### src/rtl/spi_wm_pkg.sv
package spi_wm_pkg;

    typedef enum logic [2:0] {
        ST_IDLE,
        ST_INIT,
        ST_LEAD,
        ST_SHIFT,
        ST_TRAIL
    } wm_state_e;

    localparam logic [1:0] MODE_TXRX = 2'd0;
    localparam logic [1:0] MODE_RX   = 2'd1;
    localparam logic [1:0] MODE_TX   = 2'd2;
    localparam logic [1:0] MODE_RSVD = 2'd3;

endpackage

### src/rtl/spi_wm_ratio.sv
// Half-period length in core cycles, minus one, from the divider fields.
module spi_wm_ratio #(
    parameter int DIVW = 4,
    parameter int EXTW = 8,
    parameter int CNTW = 16
) (
    input  logic            gran,
    input  logic [DIVW-1:0] div,
    input  logic [EXTW-1:0] ext,
    output logic [CNTW-1:0] reload
);
    always_comb begin
        if (gran) begin
            // linear: ratio = {ext,div} + 1, so ratio-1 is the field itself
            reload = CNTW'({ext, div});
        end else begin
            // power of two: ratio = 2**div
            reload = (CNTW'(1) << div) - CNTW'(1);
        end
    end
endmodule

### src/rtl/spi_wm_phases.sv
// Number of half periods spent in each framing phase.
module spi_wm_phases #(
    parameter int WLW   = 5,
    parameter int HALFW = 7
) (
    input  logic [1:0]       guard,
    input  logic [2:0]       init_code,
    input  logic [WLW-1:0]   wl,
    output logic [HALFW-1:0] guard_h,
    output logic [HALFW-1:0] init_h,
    output logic [HALFW-1:0] shift_h
);
    always_comb begin
        guard_h = HALFW'({guard, 1'b1});          // 2g+1
        shift_h = HALFW'({wl, 1'b1});             // 2N-1 with N = wl+1
        unique case (init_code)
            3'd1, 3'd2, 3'd3, 3'd4: init_h = HALFW'(4) << init_code;  // 2*P
            default:                init_h = '0;
        endcase
    end
endmodule

### src/rtl/spi_word_master.sv
module spi_word_master
    import spi_wm_pkg::*;
#(
    parameter int WMAX = 32,
    parameter int DIVW = 4,
    parameter int EXTW = 8,
    localparam int WLW = $clog2(WMAX)
) (
    input  logic            clk,
    input  logic            rst_n,
    input  logic            en,
    input  logic [WLW-1:0]  wl_code,
    input  logic [1:0]      mode,
    input  logic [1:0]      guard,
    input  logic [2:0]      init_code,
    input  logic            clk_gran,
    input  logic [DIVW-1:0] div_code,
    input  logic [EXTW-1:0] div_ext,
    input  logic [WMAX-1:0] tx_data,
    input  logic            tx_wr,
    input  logic            rx_rd,
    input  logic            miso,
    output logic            sclk,
    output logic            mosi,
    output logic            cs_n,
    output logic            tx_empty,
    output logic            rx_full,
    output logic [WMAX-1:0] rx_data,
    output logic            eow
);
    localparam int CNTW  = (2**DIVW > DIVW + EXTW) ? 2**DIVW : DIVW + EXTW;
    localparam int HALFW = $clog2(2 * WMAX + 1);

    typedef struct packed {
        wm_state_e        state;
        logic [CNTW-1:0]  cnt;
        logic [HALFW-1:0] half;
        logic             sclk;
        logic             cs_n;
        logic [WMAX-1:0]  sh;
        logic [WMAX-1:0]  rx_sh;
        logic [WMAX-1:0]  tx_buf;
        logic [WMAX-1:0]  rx_data;
        logic             tx_empty;
        logic             rx_full;
        logic             eow;
        logic             first;
    } wm_regs_t;

    wm_regs_t q, d;

    logic [CNTW-1:0]  reload;
    logic [HALFW-1:0] guard_h, init_h, shift_h;
    logic             tick, last, cfg_ok, want;

    spi_wm_ratio #(.DIVW(DIVW), .EXTW(EXTW), .CNTW(CNTW)) u_ratio (
        .gran   (clk_gran),
        .div    (div_code),
        .ext    (div_ext),
        .reload (reload)
    );

    spi_wm_phases #(.WLW(WLW), .HALFW(HALFW)) u_phases (
        .guard     (guard),
        .init_code (init_code),
        .wl        (wl_code),
        .guard_h   (guard_h),
        .init_h    (init_h),
        .shift_h   (shift_h)
    );

    always_comb begin
        d      = q;
        d.eow  = 1'b0;
        tick   = (q.cnt == '0);
        last   = tick && (q.half == HALFW'(1));
        cfg_ok = (wl_code >= WLW'(3)) && (mode != MODE_RSVD);
        want   = (mode == MODE_RX) ? !q.rx_full
                                   : (!q.tx_empty && !((mode == MODE_TXRX) && q.rx_full));

        if (!en)   d.first   = 1'b1;
        if (rx_rd) d.rx_full = 1'b0;

        // shared half-period timer
        if (q.state != ST_IDLE) begin
            if (tick) begin
                d.cnt  = reload;
                d.half = q.half - HALFW'(1);
            end else begin
                d.cnt  = q.cnt - CNTW'(1);
            end
        end

        unique case (q.state)
            ST_IDLE: begin
                if (en && cfg_ok && want) begin
                    d.sh    = (mode == MODE_RX) ? '0
                                                : (q.tx_buf << (WLW'(WMAX - 1) - wl_code));
                    d.rx_sh = '0;
                    d.cnt   = reload;
                    d.first = 1'b0;
                    if (mode != MODE_RX) d.tx_empty = 1'b1;
                    if (q.first && (init_h != '0)) begin
                        d.state = ST_INIT;
                        d.half  = init_h;
                    end else begin
                        d.state = ST_LEAD;
                        d.cs_n  = 1'b0;
                        d.half  = guard_h;
                    end
                end
            end
            ST_INIT: begin
                if (last) begin
                    d.state = ST_LEAD;
                    d.cs_n  = 1'b0;
                    d.half  = guard_h;
                end
            end
            ST_LEAD: begin
                if (last) begin
                    d.state = ST_SHIFT;
                    d.sclk  = 1'b1;
                    d.rx_sh = {q.rx_sh[WMAX-2:0], miso};
                    d.half  = shift_h;
                end
            end
            ST_SHIFT: begin
                if (last) begin
                    d.sclk  = 1'b0;
                    d.state = ST_TRAIL;
                    d.half  = guard_h;
                end else if (tick) begin
                    if (q.sclk) begin
                        d.sclk = 1'b0;
                        d.sh   = q.sh << 1;
                    end else begin
                        d.sclk  = 1'b1;
                        d.rx_sh = {q.rx_sh[WMAX-2:0], miso};
                    end
                end
            end
            ST_TRAIL: begin
                if (last) begin
                    d.state = ST_IDLE;
                    d.cs_n  = 1'b1;
                    d.eow   = 1'b1;
                    d.sh    = '0;
                    if (mode != MODE_TX) begin
                        d.rx_full = 1'b1;
                        d.rx_data = q.rx_sh;
                    end
                end
            end
            default: d.state = ST_IDLE;
        endcase

        if (tx_wr) begin
            d.tx_buf   = tx_data;
            d.tx_empty = 1'b0;
        end
    end

    always_ff @(posedge clk or negedge rst_n) begin
        if (!rst_n) begin
            q <= '{state: ST_IDLE, cnt: '0, half: '0, sclk: 1'b0, cs_n: 1'b1,
                   sh: '0, rx_sh: '0, tx_buf: '0, rx_data: '0, tx_empty: 1'b1,
                   rx_full: 1'b0, eow: 1'b0, first: 1'b1};
        end else begin
            q <= d;
        end
    end

    assign sclk     = q.sclk;
    assign mosi     = q.sh[WMAX-1];
    assign cs_n     = q.cs_n;
    assign tx_empty = q.tx_empty;
    assign rx_full  = q.rx_full;
    assign rx_data  = q.rx_data;
    assign eow      = q.eow;

endmodule

### config.mk
export PLATFORM = sky130hd
export DESIGN_NAME = spi_word_master
export DESIGN_NICKNAME = d
export VERILOG_FILES = /design/src/rtl/spi_wm_pkg.sv /design/src/rtl/spi_wm_ratio.sv /design/src/rtl/spi_wm_phases.sv /design/src/rtl/spi_word_master.sv
export SDC_FILE = /design/constraint.sdc
export NUM_CORES = 1
export LEC_CHECK = 0
export BUFFER_PORTS_ARGS = -buffer_cell sky130_fd_sc_hd__buf_2
export CAP_MARGIN = 20
export CORE_AREA = 3 3 211 213
export DETAILED_ROUTE_END_ITERATION = 10
export DIE_AREA = 0 0 214 216
export HOLD_SLACK_MARGIN = 0.15
export PLACE_DENSITY = 0.42
export RECOVER_POWER = 50
export SETUP_SLACK_MARGIN = 0.15
export SYNTH_ARGS = -nofsm -noshare
export SYNTH_HDL_FRONTEND = slang
export SYNTH_HIERARCHICAL = 1
export SYNTH_SLANG_ARGS = --single-unit
### constraint.sdc
create_clock -name clk -period 2.4 [get_ports clk]
set_clock_uncertainty 0.15 [all_clocks]
set_input_delay 0.48 -clock clk [delete_from_list [all_inputs] [get_ports clk]]
set_output_delay 0.48 -clock clk [all_outputs]
set_load 0.05 [all_outputs]
==> results of run 1 <==
## logic make-up after synthesis
kind of cell	count (synthesis)	synth area share, %
and+or+nand+nor	299	14.37
AOI/OAI and AO/OA	206	13.74
buffers and inverters	165	8.571
muxes	175	21.18
DFF	160	40.97
adders and majority gates	4	0.5117
xor gates and xnor gates	6	0.5373
other	3	0.1151
## path summary, 6_finish.rpt
kind	start	endpoint	slack [ns]	cells after the start
max	q[152]	q[100]	-0.13	7
min	div_ext[6]	q[151]	0.30	5
max reg2reg	q[152]	q[100]	-0.13	7
min reg2reg	rx_data[11]	rx_data[11]	0.35	1
max in group asynchronous	rst_n	q[137]	0.22	3
min in group asynchronous	rst_n	q[116]	0.55	2
## cell usage after synthesis, drive strengths merged (12+ instances only)
cell type	number	area share, %
nand2	104	4.0
mux2	76	8.8
a21oi	69	3.5
o21ai	36	1.8
clkbuf	42	1.6
inv	50	1.9
dfrtp	157	40
buf	73	5.0
mux4	18	4.1
nor3	24	1.3
o211ai	13	1.0
mux2i	81	8.3
nor2	92	3.5
a31oi	12	0.77
a22oi	15	1.2
nand3	19	0.97
## repair_timing
item,in CTS,in global routing
setup endpoints to repair,120,123
gates cloned,2,5
setup buffers,12,15
hold endpoints to repair,115,0
hold buffers,37,0
pin swaps,11,17
resized for setup,26,115
## worst min-delay path: cells and delay by family
family	cells	cell delay, ns
buffers and inverters	1	0.09
and+or+nand+nor	2	0.19
AOI/OAI and AO/OA	2	0.12
## metrics by stage
stage | instance area [µm²] | utilization, % | TNS [ns] | cells | power, mW
finish | 13570 | 31.64 | -5.218 | 1844 | 8.343
floorplan | 9996 | - | -4.998 | 1026 | 4.322
detailed placement | 11700 | 27.28 | -8.417 | 1741 | 5.115
global placement | 11700 | 27.28 | -6.861 | 1741 | 5.112
CTS | 12910 | 30.11 | -5.133 | 1824 | 8.116
global route | 13570 | 31.64 | -17.90 | 1844 | 8.805
## per-layer routing
metal	vias to the layer above	global-route usage (%)
li1	4051	-
met1	4143	16.76
met2	152	22.12
met3	36	3.070
met4	0	3.996
met5	-	0
## layout make-up
| class | instances | area, µm² |
|---|---|---|
| inverter | 50 | 187.7 |
| clock buffer | 18 | 429.2 |
| clock inverter | 14 | 145.1 |
| fill | 4454 | 29320 |
| multi-input combinational | 701 | 5537 |
| tap | 585 | 732.0 |
| sequential | 160 | 4008 |
| timing repair buffer | 316 | 2532 |
## placed cells by master, fill, tap and decap left out, types with 5 or more instances in the layout
| cell | Yosys | layout |
|---|---|---|
| a22oi_1 | 15 | 15 |
| nor3_1 | 22 | 16 |
| dfrtp_1 | 157 | 157 |
| clkbuf_16 | 0 | 21 |
| nand3_1 | 19 | 16 |
| nand2b_1 | 6 | 6 |
| dlygate4sd3_1 | 0 | 37 |
| a21oi_2 | 0 | 20 |
| mux2_2 | 76 | 75 |
| o21ai_0 | 36 | 32 |
| buf_12 | 0 | 7 |
| buf_2 | 13 | 99 |
| nor2b_1 | 5 | 5 |
| nor2_2 | 0 | 16 |
| mux2i_1 | 81 | 81 |
| nor2_1 | 92 | 61 |
| buf_4 | 54 | 141 |
| nor2_4 | 0 | 15 |
| a31oi_1 | 12 | 11 |
| o211ai_1 | 13 | 13 |
| a21oi_1 | 69 | 45 |
| inv_1 | 49 | 47 |
| conb_1 | 3 | 11 |
| mux4_2 | 18 | 18 |
| buf_6 | 0 | 17 |
| nand2_1 | 104 | 102 |
| nand4_1 | 5 | 5 |
| or3_1 | 6 | 5 |
## power by group
part	internal, mW	switching [mW]	total (mW)
Clock	1.46	1.32	2.78
Sequential	2.96	0.277	3.23
Combinational	1.21	1.12	2.33
Total	5.63	2.72	8.34
## sequential cells by signal (all words and copies together), names as in the netlist
register,count
q,122
cs_n,1
rx_data,32
eow,1
tx_empty,1
rx_full,1
sclk,1
mosi,1
==> summary.txt, run 1 <==
Place
  • I/O Buffers: 100
  • Final GP Congestion: 0.8116
  • Worst slack, placed: -0.1798 ns
  • Detail Placement HPWL: 21.43 mm

Worst setup path
  • Crit-path cells: or2_4 > or4_4 > o31a_1 > nor4_4 > buf_12 > buf_12 > mux2_4
  • Critical Path Source Type: flip-flop
  • CP Data Required Time: 2.60 ns
  • Crit path max-delay family: simple AND/OR/NAND/NOR gates
  • Critical Path Slowest Stage Cell: or4_4
  • Endpoint class of the critical path: flip-flop
  • CP Max Fanout: 5
  • Crit path DAT: 2.73 ns
  • Most frequent CP cell: buf_12
  • Buf/Inv on CP: 2
  • CP Class: flip-flop to flip-flop
  • CP peak stage delay: 0.43 ns

Synth
  • Main synth FF type: dfrtp_1
  • Post-Syn Instances: 1018
  • Post-synth cell types: 74
  • Asr flop ratio synth: 100.0%
  • FF+latch count, synth: 160
  • Register area share after synthesis: 40.97%
  • Warnings, synthesis: 6
  • Post-synth EDFFs: 0
  • Post-Syn Area: 9781 µm²
  • Syn avg cell area: 9.608 µm²

STA
  • Final worst path period share: 105.6%
  • Rel. slew slack: 36.94%
  • Setup violators final: 97
  • Final worst slack: -0.1342 ns
  • Final hold violation count: 0
  • Final Critical Period: 2.534 ns
  • Min Hold Slack: 0.3025 ns
  • Least-Margin Pin Slew: 0.9459 ns
  • Fmax: 394.6 MHz
  • Max-slew violations: 0
  • Unrepaired setup endpoints after global routing: yes

Die
  • I/O pin count: 101
  • Die area: 46220 µm²
  • Initial Util: 22.81%
  • Core region area: 42890 µm²
  • FP Rows: 76
  • Die X: 214 µm
  • Die height: 216 µm

Clocking
  • Clock Pin Slew Worst Setup and Hold Paths: 0.07 ns
  • # clock sinks: 160
  • Max Root-Sink Buffers: 2
  • H-tree levels: 4
  • CTS tree: built
  • Root Driver: clkbuf_16
  • Clock latency on the worst-skew pair: 0.47 ns
  • TritonCTS buffer count: 17

Finish
  • Nets: 1313
  • P&R area growth vs syn: 38.75%
  • Layout cell share with drive strength beyond 1: 40.75%
  • Ant diodes: 0

Min path
  • Hold Crit Class: input pin to flip-flop

Run status
  • Failing checks: negative setup slack
  • Outcome: complete, but fails checks

Global route
  • Vias in the first global route: 8394
  • Largest net degree at the start of global routing: 56
  • Gr usage total: 13.13%
  • Initial antenna violation count: 1
  • Grt ovf: 0
  • First-pass GRT wire length: 47.90 mm

Power and ir drop
  • Worst vdd ir: 0.5310 mV
  • Static Leak: 6.230 nW
  • Power density over the cells: 614.8 nW/µm²

Drt
  • Routed vias: 8382
  • Met3 WL: 1.154 mm
  • Post-route DRC: 0
  • Total iterations of the first detailed-routing run: 5
  • Routed Antenna Nets: 0
  • Wirelength, routed: 30.73 mm
  • Vias/cell: 4.546
  • Avg WL per Cell: 16.66 µm
  • DR WL met2: 15.28 mm
  • Metal-1 WL: 13.79 mm
  • Top Metal Used: met4
  • DRT iter0 DRCs: 540

Flow run
  • Max-Cap Viols: 0
(Power assumes the default switching activity.)
==> run 2, diff against run 1 <==
SKIP_LAST_GASP = 1   (was unset)
==> summary.txt, run 2 (same netlist as run 1, synthesis figures left out) <==
Power and ir drop
  • Sw frac: 32.47% (was 32.58%)
  • Power share of the clock group: 33.6% (was 33.4%)
  • Total Power: 8.277 mW (was 8.343 mW)
  • Sequential power share: 39.1% (was 38.8%)
  • Logic gate share of total power: 27.3% (was 27.9%)
  • Power density over the cells: 612.8 nW/µm² (was 614.8 nW/µm²)
  • Static Leak: 6.221 nW (was 6.230 nW)
  • Worst vdd ir: 0.5313 mV (was 0.5310 mV)
  • Internal power: 5.589 mW (was 5.625 mW)
  • Net Switching: 2.688 mW (was 2.718 mW)

Die
  • FP Rows: 76 (unchanged)
  • Core region area: 42890 µm² (unchanged)
  • Die height: 216 µm (unchanged)
  • Initial Util: 22.81% (unchanged)
  • Die area: 46220 µm² (unchanged)
  • Die X: 214 µm (unchanged)
  • I/O pin count: 101 (unchanged)

STA
  • Final worst path period share: 105.6% (about the same)
  • Rel. slew slack: 36.77% (was 36.94%)
  • Unrepaired setup endpoints after global routing: yes (unchanged)
  • Least-Margin Pin Slew: 0.9484 ns (was 0.9459 ns)
  • Max-slew violations: 0 (unchanged)
  • Final hold violation count: 0 (unchanged)
  • Final worst slack: -0.1335 ns (was -0.1342 ns)
  • Final Critical Period: 2.533 ns (was 2.534 ns)
  • Fmax: 394.7 MHz (was 394.6 MHz)
  • Setup violators final: 97 (unchanged)

Worst setup path
  • Critical Path Source Type: flip-flop (unchanged)
  • Crit path DAT: 2.73 ns (about the same)
  • Cell count along the critical path: 7 (unchanged)
  • Endpoint class of the critical path: flip-flop (unchanged)
  • Crit-path cells: or2_4 > or4_4 > o31a_1 > nor4_4 > buf_12 > buf_12 > mux2_4 (unchanged)
  • R2R Setup Slk: -0.13 ns (about the same)
  • CP Class: flip-flop to flip-flop (unchanged)
  • CP Capture Point: q[100] (unchanged)
  • Most frequent CP cell: buf_12 (unchanged)
  • Register-to-Register Path Depth: 7 (unchanged)
  • CP peak stage delay: 0.43 ns (about the same)
  • Critical Path Slowest Stage Cell: or4_4 (unchanged)
  • Crit path max-delay family: simple AND/OR/NAND/NOR gates (unchanged)
  • Worst r2r src: q[152] (unchanged)
  • CP Data Required Time: 2.60 ns (about the same)
  • CP Max Fanout: 5 (unchanged)
  • CP Launch Point: q[152] (unchanged)
  • Reg2reg end: q[100] (unchanged)
  • Buf/Inv on CP: 2 (unchanged)

Finish
  • Most frequent cells in the layout: dfrtp_1 (157), buf_4 (143), nand2_1 (102), buf_2 (99), mux2i_1 (81) (was dfrtp_1 (157), buf_4 (141), nand2_1 (102), buf_2 (99), mux2i_1 (81))
  • P&R area growth vs syn: 38.11% (was 38.75%)
  • Register name with the most flops: q (unchanged)
  • Layout cell share with drive strength beyond 1: 40.03% (was 40.75%)
  • FILL cells: 4468 (was 4454)
  • Ant diodes: 0 (unchanged)
  • Nets: 1313 (unchanged)
  • Most common cell after layout, fill and taps aside: dfrtp_1 (unchanged)
  • Non-filler cells, final: 1844 (unchanged)
  • Max reg flops: 122 (unchanged)

Drt
  • Total iterations of the first detailed-routing run: 5 (unchanged)
  • Avg WL per Cell: 16.62 µm (was 16.66 µm)
  • Vias/cell: 4.553 (was 4.546)
  • Post-route DRC: 0 (unchanged)
  • Routed vias: 8396 (was 8382)
  • Wirelength, routed: 30.65 mm (was 30.73 mm)
  • Routed Antenna Nets: 0 (unchanged)
  • DRT iter0 DRCs: 502 (was 540)

Clocking
  • CTS tree: built (unchanged)
  • Clock Pin Slew Worst Setup and Hold Paths: 0.07 ns (about the same)
  • TritonCTS buffer count: 17 (unchanged)
  • H-tree levels: 4 (unchanged)
  • # clock sinks: 160 (unchanged)
  • Clock latency on the worst-skew pair: 0.47 ns (about the same)
  • Root Driver: clkbuf_16 (unchanged)
  • Max Root-Sink Buffers: 2 (unchanged)

Run status
  • Outcome: complete, but fails checks (unchanged)
  • Failing checks: negative setup slack (unchanged)

Global route
  • Largest net degree at the start of global routing: 56 (unchanged)
  • Gr usage total: 13.13% (about the same)
  • Vias in the first global route: 8390 (was 8394)
  • Initial antenna violation count: 1 (unchanged)
  • First-pass GRT wire length: 47.91 mm (was 47.90 mm)
  • Grt ovf: 0 (unchanged)

Min path
  • Hold Crit Class: input pin to flip-flop (unchanged)
  • Hold wc startpoint: div_ext[2] (was div_ext[6])

Place
  • Dpl cells: 1741 (unchanged)
  • Detail Placement HPWL: 21.43 mm (unchanged)
  • Final GP Congestion: 0.8116 (unchanged)
  • I/O Buffers: 100 (unchanged)

Flow run
  • Max-Cap Viols: 0 (unchanged)
-- run 2: timing repair --
item,in CTS,in global routing
resized for setup,24,104
pin swaps,11,17
hold endpoints to repair,115,0
hold buffers,37,0
setup endpoints to repair,120,123
gates cloned,2,5
buffers inserted,12,15
-- run 2: tightest hold or removal path: cells and delay by family --
kind	cells	cell delay, ns
buf+inv	1	0.08
compound gates	2	0.27
simple gates	1	0.05
-- run 2: final cells by class --
cell class | instances | area (µm²) | area share (%)
inverters | 50 | 187.7 | 1.389
repair buffers | 316 | 2525 | 18.69
clock inverters | 14 | 145.1 | 1.074
clock buffers | 18 | 429.2 | 3.177
well taps | 585 | 732.0 | 5.419
flip-flops and latches | 160 | 4008 | 29.67
multi-input cells | 701 | 5482 | 40.58
-- run 2: how the worst min path moves through the flow --
stage	endpoint	slack, ns	depth (start not counted)
5_1_grt	q[147]	0.30	4
2_1_floorplan	eow	0.03	0
3_5_place_dp	q[101]	0.27	1
4_1_cts	q[147]	0.26	4
3_3_place_gp	q[101]	0.27	1
6_report	q[147]	0.30	4
-- run 2: per-layer routing --
metal | vias to the layer above | wire length [µm] | share of wire [%] | GRT usage [%]
li1 | 4048 | - | - | -
met1 | 4169 | 13710 | 45 | 16.76
met2 | 144 | 15280 | 50 | 22.13
met3 | 35 | 1166 | 3.8 | 3.070
met4 | 0 | 497 | 1.6 | 3.996
met5 | - | 0 | 0 | 0
-- run 2: power by group through the flow --
stage	Clock, mW	Combinational, mW	Sequential [mW]
after global routing	2.98	2.49	3.26
final	2.78	2.26	3.23
after detailed placement	0	1.86	3.25
after CTS	2.89	2.00	3.22
after floorplan	0	1.08	3.25
after global placement	0	1.86	3.25
-- run 2: per-stage QoR --
stage / util, % / worst slack [ns] / TNS [ns] / hold slack [ns] / area, µm²
2_1_floorplan: - / -0.08100 / -4.998 / 0.03441 / 9996
3_3_place_gp: 27.28 / -0.1274 / -6.861 / 0.2736 / 11700
3_5_place_dp: 27.28 / -0.1798 / -8.417 / 0.2697 / 11700
4_1_cts: 30.10 / -0.1155 / -5.140 / 0.2561 / 12910
5_1_grt: 31.50 / -0.2356 / -17.83 / 0.3031 / 13510
6_report: 31.50 / -0.1335 / -5.142 / 0.2953 / 13510
==> run 3, diff against run 2 <==
--- a/config.mk
+++ b/config.mk
@@ -13,4 +13,5 @@
 export HOLD_SLACK_MARGIN = 0.15
-export PLACE_DENSITY = 0.42
+export PLACE_DENSITY = 0.41
 export RECOVER_POWER = 50
+export REMOVE_ABC_BUFFERS = 1
 export SETUP_SLACK_MARGIN = 0.15
==> constraint.sdc (replaced) <==
create_clock -name clk -period 3 [get_ports clk]
set_clock_uncertainty 0.15 [all_clocks]
set_input_delay 0.15 -clock clk [delete_from_list [all_inputs] [get_ports clk]]
set_output_delay 0.15 -clock clk [all_outputs]
set_load 0.05 [all_outputs]
==> summary.txt, run 3 (same netlist as run 1, synthesis figures left out) <==
Worst setup path
  • Register-to-Register Path Depth: 7 (unchanged)
  • CP Class: input pin to flip-flop (was flip-flop to flip-flop)
  • Most frequent CP cell: dlygate4sd3_1 (was buf_12)
  • Critical Path Slowest Stage Cell: dlygate4sd3_1 (was or4_4)
  • Crit-path cells: dlygate4sd3_1 > buf_2 > a2111o_1 > nand4_1 > buf_4 > nor3_1 > dlygate4sd3_1 > nor2_1 > nor2_1 > dlygate4sd3_1 (was or2_4 > or4_4 > o31a_1 > nor4_4 > buf_12 > buf_12 > mux2_4)
  • Buf/Inv on CP: 5 (was 2)
  • Crit path max-delay family: buffers and inverters (was simple AND/OR/NAND/NOR gates)
  • CP peak stage delay: 0.64 ns (was 0.43 ns)
  • Endpoint class of the critical path: flip-flop (unchanged)
  • CP Max Fanout: 6 (was 5)
  • Critical Path Source Type: input pin (was flip-flop)
  • Cell count along the critical path: 10 (was 7)
  • CP Data Required Time: 3.24 ns (was 2.60 ns)
  • Crit path DAT: 3.03 ns (was 2.73 ns)

Global route
  • Grt ovf: 0 (unchanged)
  • First-pass GRT wire length: 46.59 mm (was 47.91 mm)
  • Gr usage total: 12.73% (was 13.13%)
  • Initial antenna violation count: 2 (was 1)
  • Largest net degree at the start of global routing: 53 (was 56)
  • Vias in the first global route: 8119 (was 8390)

Place
  • Final GP Congestion: 0.7556 (was 0.8116)
  • Placed Area: 10850 µm² (was 11700 µm²)
  • Detail Placement HPWL: 19.70 mm (was 21.43 mm)
  • I/O Buffers: 100 (unchanged)
  • Worst slack, placed: 0.1960 ns (was -0.1798 ns)

Power and ir drop
  • Worst vdd ir: 0.2754 mV (was 0.5313 mV)
  • Static Leak: 5.495 nW (was 6.221 nW)
  • Power density over the cells: 484.2 nW/µm² (was 612.8 nW/µm²)

Die
  • FP Rows: 76 (unchanged)
  • Die height: 216 µm (unchanged)
  • Core region area: 42890 µm² (unchanged)
  • Die area: 46220 µm² (unchanged)
  • I/O pin count: 101 (unchanged)
  • Initial Util: 22.81% (unchanged)
  • Die X: 214 µm (unchanged)

STA
  • Unrepaired setup endpoints after global routing: yes (unchanged)
  • Final worst slack: 0.2112 ns (was -0.1335 ns)
  • Final hold violation count: 0 (unchanged)
  • Min Hold Slack: 0.2140 ns (was 0.2953 ns)
  • Setup TNS: 0 ns (was -5.142 ns)
  • Rel. slew slack: -33.38% (was 36.77%)
  • Final worst path period share: 92.96%
  • Fmax: 358.6 MHz
  • Final Critical Period: 2.789 ns
  • Setup violators final: 0 (was 97)
  • Least-Margin Pin Slew: 2.001 ns (was 0.9484 ns)
  • Max-slew violations: 34 (was 0)

Drt
  • Avg WL per Cell: 16.40 µm (was 16.62 µm)
  • Routed Antenna Nets: 0 (unchanged)
  • Post-route DRC: 0 (unchanged)
  • Vias/cell: 4.574 (was 4.553)
  • Total iterations of the first detailed-routing run: 5 (unchanged)
  • Routed vias: 8054 (was 8396)
  • Wirelength, routed: 28.89 mm (was 30.65 mm)
  • DRT iter0 DRCs: 489 (was 502)

Finish
  • Most frequent cells in the layout: dfrtp_1 (154), nand2_1 (104), nor2_1 (91), mux2i_1 (81), dlygate4sd3_1 (77) (was dfrtp_1 (157), buf_4 (143), nand2_1 (102), buf_2 (99), mux2i_1 (81))
  • Most common cell after layout, fill and taps aside: dfrtp_1 (unchanged)
  • Nets: 1229 (was 1313)
  • Post-Layout Inst Area: 12230 µm² (was 13510 µm²)
  • Register name with the most flops: q (unchanged)
  • Layout cell share with drive strength beyond 1: 23.83% (was 40.03%)
  • P&R area growth vs syn: 25.05% (was 38.11%)
  • Max reg flops: 122 (unchanged)
  • Layout Utilization: 28.52% (was 31.50%)

Run status
  • Outcome: complete, but fails checks (unchanged)
  • Failing checks: max-capacitance violations, max-slew violations (was negative setup slack)

Clocking
  • Clock Pin Slew Worst Setup and Hold Paths: 0.07 ns (about the same)
  • TritonCTS buffer count: 17 (unchanged)
  • Max Root-Sink Buffers: 2 (unchanged)
  • CTS tree: built (unchanged)
  • H-tree levels: 4 (unchanged)
  • Clock latency on the worst-skew pair: 0.47 ns (about the same)
  • Root Driver: clkbuf_16 (unchanged)
  • # clock sinks: 160 (unchanged)

Min path
  • Hold Path Stages: 5 (was 4)
  • Hold Crit Class: input pin to flip-flop (unchanged)

Flow run
  • Max-Cap Viols: 1 (was 0)
==> run 3: area by class of cell <==
| type | instances | area [µm²] |
|---|---|---|
| inverters | 50 | 187.7 |
| clock buffers | 18 | 429.2 |
| diodes | 1 | 2.502 |
| repair buffers | 232 | 1735 |
| clock inverters | 14 | 126.4 |
| fillers | 4588 | 30660 |
| flip-flops and latches | 160 | 4011 |
| multi-input cells | 701 | 5006 |
| well taps | 585 | 732.0 |
==> run 3: repair_timing <==
action,4_1_cts,5_1_grt
hold buffers,78,0
resized for setup,0,8
endpoints found under the setup margin,0,90
setup buffers,0,4
hold endpoints to repair,212,0
==> run 3: worst paths after layout <==
path	to	from	slack [ns]
setup / recovery	tx_empty	wl_code[2]	0.21
hold / removal	q[141]	div_code[1]	0.21
setup reg to reg	tx_empty	q[157]	0.25
hold reg to reg	q[151]	q[151]	0.36
max in group asynchronous	q[158]	rst_n	0.48
min in group asynchronous	q[93]	rst_n	0.84
==> run 3: tightest hold or removal path: stages <==
cell	delay, ns
buf_2	0.18
nor3_2	0.10
o21bai_1	0.16
o211ai_1	0.09
o21ai_0	0.09
==> run 3: report_power, final <==
| group | switching, mW | internal [mW] |
|---|---|---|
| Combinational | 0.632 | 0.571 |
| Sequential | 0.240 | 2.37 |
| Clock | 1.03 | 1.08 |
==> run 3: metal layers <==
layer / routed length (µm) / GRT usage [%] / vias up
met1: 13940 / 17.18 / 4033
met4: 455 / 4.644 / 2
met3: 923 / 2.647 / 27
met5: 7 / 0 / -
li1: - / - / 3872
met2: 13560 / 20.20 / 120
==> run 3: per-stage QoR <==
step	power, mW	std cells
after floorplan	3.300	911
after global placement	3.751	1645
after detailed placement	3.753	1645
after CTS	6.029	1755
after global routing	6.310	1761
final	5.922	1761
